File: src/rtl/swc_pkg.sv
package swc_pkg;
  typedef enum logic {
    WIN_IDLE = 1'b0,
    WIN_OPEN = 1'b1
  } win_state_t;
endpackage

File: src/rtl/swc_sync.sv
module swc_sync #(
  parameter int W       = 1,
  parameter int STAGES  = 2,
  parameter bit RST_VAL = 1'b0
) (
  input  logic         clk,
  input  logic         rst_n,
  input  logic [W-1:0] d,
  output logic [W-1:0] q
);
  logic [W-1:0] stg [STAGES];

  for (genvar s = 0; s < STAGES; s++) begin : g_stage
    if (s == 0) begin : g_first
      always_ff @(posedge clk or negedge rst_n) begin
        if (!rst_n) stg[0] <= {W{RST_VAL}};
        else        stg[0] <= d;
      end
    end else begin : g_next
      always_ff @(posedge clk or negedge rst_n) begin
        if (!rst_n) stg[s] <= {W{RST_VAL}};
        else        stg[s] <= stg[s-1];
      end
    end
  end

  assign q = stg[STAGES-1];
endmodule

File: src/rtl/swc_window.sv
module swc_window
  import swc_pkg::*;
#(
  parameter int MIN_LOW = 3,
  localparam int CNT_W  = $clog2(MIN_LOW + 1)
) (
  input  logic clk,
  input  logic rst_n,
  input  logic win_s,
  input  logic inh_s,
  output logic open_o,
  output logic hold_o,
  output logic fire_o
);
  win_state_t       st_q, st_d;
  logic [CNT_W-1:0] cnt_q, cnt_d;
  logic             abort_q, abort_d;

  always_comb begin
    st_d    = st_q;
    cnt_d   = cnt_q;
    abort_d = abort_q;
    open_o  = 1'b0;
    hold_o  = win_s;
    fire_o  = 1'b0;
    case (st_q)
      WIN_IDLE: begin
        if (win_s) begin
          st_d    = WIN_OPEN;
          open_o  = 1'b1;
          cnt_d   = CNT_W'(1);
          abort_d = inh_s;
        end
      end
      WIN_OPEN: begin
        if (win_s) begin
          if (cnt_q != CNT_W'(MIN_LOW)) cnt_d = cnt_q + CNT_W'(1);
          abort_d = abort_q | inh_s;
        end else begin
          st_d   = WIN_IDLE;
          fire_o = (cnt_q == CNT_W'(MIN_LOW)) && !abort_q;
        end
      end
      default: st_d = WIN_IDLE;
    endcase
  end

  always_ff @(posedge clk or negedge rst_n) begin
    if (!rst_n) begin
      st_q    <= WIN_IDLE;
      cnt_q   <= '0;
      abort_q <= 1'b0;
    end else begin
      st_q    <= st_d;
      cnt_q   <= cnt_d;
      abort_q <= abort_d;
    end
  end
endmodule

File: src/rtl/swc_capture.sv
module swc_capture #(
  parameter int AW = 16,
  parameter int DW = 8
) (
  input  logic          clk,
  input  logic          rst_n,
  input  logic          open_i,
  input  logic          hold_i,
  input  logic          fire_i,
  input  logic [AW-1:0] addr_s,
  input  logic [DW-1:0] data_s,
  output logic          vld_o,
  output logic [AW-1:0] addr_o,
  output logic [DW-1:0] data_o
);
  logic [AW-1:0] addr_q, addr_d;
  logic [DW-1:0] data_q, data_d;
  logic          vld_q;

  always_comb begin
    addr_d = open_i ? addr_s : addr_q;
    data_d = hold_i ? data_s : data_q;
  end

  always_ff @(posedge clk or negedge rst_n) begin
    if (!rst_n) begin
      addr_q <= '0;
      data_q <= '0;
      vld_q  <= 1'b0;
    end else begin
      addr_q <= addr_d;
      data_q <= data_d;
      vld_q  <= fire_i;
    end
  end

  assign vld_o  = vld_q;
  assign addr_o = addr_q;
  assign data_o = data_q;
endmodule

File: src/rtl/strobe_write_capture.sv
module strobe_write_capture #(
  parameter int AW          = 16,
  parameter int DW          = 8,
  parameter int SYNC_STAGES = 2,
  parameter int MIN_LOW     = 3
) (
  input  logic          clk,
  input  logic          rst_n,
  input  logic          ce_n_i,
  input  logic          we_n_i,
  input  logic          oe_n_i,
  input  logic          lowv_i,
  input  logic [AW-1:0] addr_i,
  input  logic [DW-1:0] data_i,
  output logic          wr_valid_o,
  output logic [AW-1:0] wr_addr_o,
  output logic [DW-1:0] wr_data_o
);
  localparam int BW = AW + DW;

  logic          rst_meta, rst_sync_n;
  logic [2:0]    strb_s;
  logic          ce_s, we_s, oe_s, lowv_s, win_s;
  logic [BW-1:0] bus_s;
  logic          open_w, hold_w, fire_w;

  always_ff @(posedge clk or negedge rst_n) begin
    if (!rst_n) begin
      rst_meta   <= 1'b0;
      rst_sync_n <= 1'b0;
    end else begin
      rst_meta   <= 1'b1;
      rst_sync_n <= rst_meta;
    end
  end

  swc_sync #(.W(3), .STAGES(SYNC_STAGES), .RST_VAL(1'b1)) u_strb_sync (
    .clk(clk), .rst_n(rst_sync_n),
    .d({ce_n_i, we_n_i, oe_n_i}), .q(strb_s)
  );

  swc_sync #(.W(1), .STAGES(SYNC_STAGES), .RST_VAL(1'b0)) u_lowv_sync (
    .clk(clk), .rst_n(rst_sync_n), .d(lowv_i), .q(lowv_s)
  );

  swc_sync #(.W(BW), .STAGES(SYNC_STAGES), .RST_VAL(1'b0)) u_bus_align (
    .clk(clk), .rst_n(rst_sync_n), .d({addr_i, data_i}), .q(bus_s)
  );

  assign ce_s  = strb_s[2];
  assign we_s  = strb_s[1];
  assign oe_s  = strb_s[0];
  assign win_s = !ce_s && !we_s;

  swc_window #(.MIN_LOW(MIN_LOW)) u_window (
    .clk(clk), .rst_n(rst_sync_n),
    .win_s(win_s), .inh_s(!oe_s || lowv_s),
    .open_o(open_w), .hold_o(hold_w), .fire_o(fire_w)
  );

  swc_capture #(.AW(AW), .DW(DW)) u_capture (
    .clk(clk), .rst_n(rst_sync_n),
    .open_i(open_w), .hold_i(hold_w), .fire_i(fire_w),
    .addr_s(bus_s[BW-1:DW]), .data_s(bus_s[DW-1:0]),
    .vld_o(wr_valid_o), .addr_o(wr_addr_o), .data_o(wr_data_o)
  );
endmodule

File: config.mk
export PLATFORM = sky130hd
export DESIGN_NAME = strobe_write_capture
export DESIGN_NICKNAME = d
export VERILOG_FILES = /design/src/rtl/swc_pkg.sv /design/src/rtl/swc_sync.sv /design/src/rtl/swc_window.sv /design/src/rtl/swc_capture.sv /design/src/rtl/strobe_write_capture.sv
export SDC_FILE = /design/constraint.sdc
export NUM_CORES = 1
export LEC_CHECK = 0
export BUFFER_PORTS_ARGS = -buffer_cell sky130_fd_sc_hd__buf_2
export CAP_MARGIN = 15
export CORE_MARGIN = 2
export CORE_UTILIZATION = 40
export CTS_BUF_LIST = sky130_fd_sc_hd__clkbuf_8
export CTS_CLUSTER_DIAMETER = 200
export DETAILED_ROUTE_END_ITERATION = 10
export HOLD_SLACK_MARGIN = 0.1
export PLACE_DENSITY = 0.73
export REMOVE_ABC_BUFFERS = 1
export SLEW_MARGIN = 20
export SYNTH_ARGS = -nofsm -noshare
export SYNTH_HDL_FRONTEND = slang
export SYNTH_SLANG_ARGS = --single-unit
export TNS_END_PERCENT = 50
File: constraint.sdc
create_clock -name clk -period 2.5 [get_ports clk]
set_clock_uncertainty 0.05 [all_clocks]
set_input_delay 0.5 -clock clk [delete_from_list [all_inputs] [get_ports clk]]
set_output_delay 0.5 -clock clk [all_outputs]
set_load 0.05 [all_outputs]
### Word-level counts from Yosys, hierarchy flattened

Index checks and enable logic that the tools add are counted.

* equality and inequality tests: 5
* bitwise gates (word level): 2
* $add $sub $neg: 1
* reductions and logical operators: 9
* muxes and demuxes: 11

Operators by type and width (number)
* inequality test 2 bit (second input constant): 4
* two-way mux 1 bit: 6
* two-way mux 2 bit: 3
* zero test 1 bit: 4
* one-hot mux 2 bit (2 select lines): 1
* AND reduction 3 bit: 1
* adder 2 x 1 -> 2 bit (second input constant): 1
* == test 2 bit (second input constant): 1
* logical AND 1 bit: 2
* one-hot mux 1 bit (2 select lines): 1
* AND reduction 2 bit: 1
* logical OR 1 bit: 1
* NOT 1 bit: 1
* bitwise OR 1 bit: 1

* output and inout port bits: 25
* input bits: 30
* register bits: 87

### Longest topological paths before layout

* depth after elaboration: 5
* mapped depth: 3
* depth with buffers taken out: 3

### By module

A second synthesis with hierarchy kept.

* cells, all modules: 159
* area, all modules: 2847.7 um^2

By module, submodules not included
* swc_sync at u_bus_align: cells each 72, instances 1, seq. area each 1201.2 um^2, area each 1381.3 um^2
* swc_capture: cells each 52, instances 1, seq. area each 625.6 um^2, area each 969.7 um^2
* swc_window: cells each 19, instances 1, seq. area each 100.1 um^2, area each 202.7 um^2
* swc_sync at u_strb_sync: cells each 9, instances 1, seq. area each 157.7 um^2, area each 180.2 um^2
* strobe_write_capture: cells each 5, instances 1, seq. area each 50.0 um^2, area each 63.8 um^2
* swc_sync at u_lowv_sync: cells each 2, instances 1, seq. area each 50.0 um^2, area each 50.0 um^2

### Worst setup path before layout

Ideal clock, no wire load.

* path type: reg2reg
* start point: reg u_window.st_q
* end point: reg u_capture.addr_q[10], in the netlist u_capture.addr_o[10]
* data required time: 2.325 ns
* period minus slack after synthesis: 1.461 ns
* path slack: 1.039 ns
* arrival time: 1.286 ns
* stages on the path, launching flop included: 4
* buffers on the path: 1
* cell sequence: dfrtp_1 > nor3_4 > buf_8 > mux2_2

* cells in the longest elaborated chain, start to end: 1

Ends and longest elaborated chain
* from (decl): line swc_window.sv:15 `win_state_t st_q, st_d;`
* from (signal assigned): line swc_window.sv:54 `st_q <= st_d;`
* two-way mux 1 bit: line swc_window.sv:26 `case (st_q)`
* to (signal assigned): line swc_capture.sv:31 `addr_q <= addr_d;`
* to (decl): line swc_capture.sv:16 `logic [AW-1:0] addr_q, addr_d;`

No other way between the ends.
A chain may end at the register's enable or synchronous reset.

### Worst setup path after layout

* start point: reg u_window.st_q
* end point: reg u_capture.addr_q[0], in the netlist u_capture.addr_o[0]

The elaborated chain is that of the path after synthesis.

==> run summary <==
run status: complete, no violations
dpl hpwl: 2.44 mm
DRT antenna net count: 0
CP max FO: 17
CP Capture Type: register
Yosys Warn Count: 0
GRT Resource Usage Total: 11.4%
most frequent cells in the layout: dfrtp_1 (80), buf_2 (54), mux2_2 (24)
chip height: 84.7 um
Final period util: 69.5%
fin area: 0.00322 mm2
clock share of power: 34.2%
RSZ-0062 raised after global routing: false
cts repair resizes: 0
MaxCap Viol Count: 0
gr ovfl total: 0
Crit-path slowest cell: nor3_4
die width: 84.7 um
Clock Sinks: 87
worst setup margin: 0.762 ns
Syn Inst Count: 132
DP Area: 0.00298 mm2
sequential area share after synthesis: 83.9%
Initial Util: 41.3%
Synth Area per Inst: 19.7 um2
Synth-to-Final Area Change: 23.4%
Final TNS setup: 0 ns
die area: 0.00717 mm2
clock root cell: clkbuf_8
Hold Path Class: input pin to register
vias in the first global route: 1,327
CTS max path bufs: 2
Internal Pwr Total: 2.30 mW
worst path bufs/invs: 0
Final Max Slew Viols: 0
CP Cell Sequence: nor3_4 > mux2_2
most common cell after layout, fill and taps aside: dfrtp_1
CTS clk-pin slew, worst paths: 0.08 ns
Final Hold Fails: 0
critical path class: register to register
starting DRC count in detailed routing: 55
CTS Buf Count: 9
RD Place Congestion: 0.663
Netlist cell types: 22
# IOs: 55
CTS tree: yes
Peak VDD IR: 591 uV
Logic pwr share: 14.6%
Post-Syn Area: 0.00260 mm2
DRT Wirelength: 3.58 mm
Avg WL per Cell: 12.9 um
Via Count: 1,245
Final nets: 228
vias per cell: 4.48
Critical Path RT: 2.66 ns
switching power: 0.813 mW
CORE AREA: 0.00631 mm2
drc violations: 0
Setup Viol. Count Final: 0
crit path DAT: 1.90 ns
largest net degree at the start of global routing: 50
initial antenna violation count: 0
Reg power frac: 51.3%
post-synthesis register bit count: 87
P_leak: 1.50 nW
Non-Filler Instances: 278
P per Cell Area: 969 mW/mm2
Rel. slew slack: 39.8%
layout cells sized above 1: 50.7%
first-pass GRT wire length: 6.13 mm
CTS H-tree depth: 3
sw frac: 26.1%
Rows: 29
max incr delay on CP: 0.70 ns
Setup WS pre-CTS: 0.734 ns
Post-CTS Setup Inserts: 0
diode count: 0
I/O Buffers: 54
Least-Margin Pin Slew: 0.899 ns
Skew-Pair Late Insertion Delay: 0.33 ns
DR pass1 iterations: 4
CP Launch Type: register
family with the most delay on the worst path: simple AND/OR/NAND/NOR gates
Cells after DPL: 262
fmax: 0.575 GHz
Period minus WS final: 1.74 ns
[area by class of cell]
class | count | area (um2)
Clock inverter | 3 | 65.1
Multi-Input combinational cell | 41 | 393
Clock buffer | 12 | 165
Fill cell | 551 | 3100
Timing Repair Buffer | 56 | 300
Inverter | 2 | 7.51
Tap cell | 77 | 96.3
Sequential cell | 87 | 2190
[final timing paths]
| kind | startpoint | end | slack (ns) | cells past startpoint |
|---|---|---|---|---|
| worst max-delay path | u_window.st_q | u_capture.addr_o[0] | 0.76 | 2 |
| worst min-delay path | ce_n_i | u_strb_sync.stg[5] | 0.21 | 1 |
| worst max register to register | u_window.st_q | u_capture.addr_o[0] | 0.76 | 2 |
| worst min register to register | rst_sync_n | u_bus_align.stg[32] | 0.24 | 0 |
| max in group asynchronous | rst_sync_n | u_bus_align.stg[40] | 1.57 | 1 |
| min in group asynchronous | rst_sync_n | u_bus_align.stg[32] | 0.24 | 0 |
[Yosys cell counts]
| library cell | count | area (um2) |
|---|---|---|
| dfstp_2 | 6 | 158 |
| nor2_1 | 1 | 3.75 |
| or3_1 | 1 | 6.26 |
| nand3_1 | 1 | 5.00 |
| dfrtp_1 | 81 | 2030 |
| o21ai_0 | 1 | 5.00 |
| nor3_1 | 1 | 5.00 |
| nand2b_1 | 1 | 6.26 |
| nand3b_1 | 1 | 7.51 |
| nand2_1 | 2 | 7.51 |
| ha_1 | 1 | 12.5 |
| mux2_2 | 24 | 270 |
| nor3_4 | 1 | 16.3 |
| o21bai_1 | 1 | 7.51 |
| buf_8 | 1 | 15.0 |
| inv_1 | 2 | 7.51 |
| or4b_1 | 1 | 10.0 |
| buf_2 | 1 | 5.00 |
| o211a_1 | 1 | 10.0 |
| conb_1 | 1 | 3.75 |
| o2bb2ai_1 | 1 | 8.76 |
| o211ai_1 | 1 | 7.51 |
[logic make-up after synthesis]
| logic type | synth area share (%) |
|---|---|
| compound gates | 1.49 |
| fa+ha+maj | 0.480 |
| buf+inv | 1.06 |
| flops | 83.9 |
| mux | 10.4 |
| other cells | 0.144 |
| simple gates | 2.59 |
[metal layers]
layer / routed length [um] / GRT usage (%) / vias to the layer above
met3: 171 / 4.42 / 5
met4: 61 / 6.06 / 0
met2: 1920 / 19.0 / 27
met1: 1430 / 12.8 / 639
met5: 0 / 0 / -
li1: - / - / 574
[power groups by stage]
stage	Combinational [mW]	Sequential, mW	Clock, mW
6_report	0.454	1.60	1.06
5_1_grt	0.480	1.62	1.16
3_3_place_gp	0.451	1.62	0
2_1_floorplan	0.0916	1.86	0
3_5_place_dp	0.460	1.63	0
4_1_cts	0.461	1.60	1.10
[through the flow]
stage          utilization (%)  hold slack [ns]  power (mW)
2_1_floorplan                -            0.154        1.95
3_3_place_gp              47.1            0.235        2.07
3_5_place_dp              47.1            0.236        2.09
4_1_cts                   50.9            0.193        3.16
5_1_grt                   50.9            0.192        3.26
6_report                  50.9            0.212        3.12
[repair_timing]
item                                    in CTS  in global routing
hold endpoints to repair                     2                  0
hold buffers                                 1                  0
endpoints found under the setup margin       0                  0
[sequential cells by signal, summed over array words and instances (netlist names), 2 cells and up]
| signal | count |
|---|---|
| u_bus_align.q | 24 |
| u_bus_align.stg | 24 |
| u_capture.addr_o | 16 |
| u_capture.data_o | 8 |
| u_strb_sync.q | 3 |
| u_strb_sync.stg | 3 |
| u_window.cnt_q | 2 |
No activity file was read; power rests on OpenSTA's default activity.
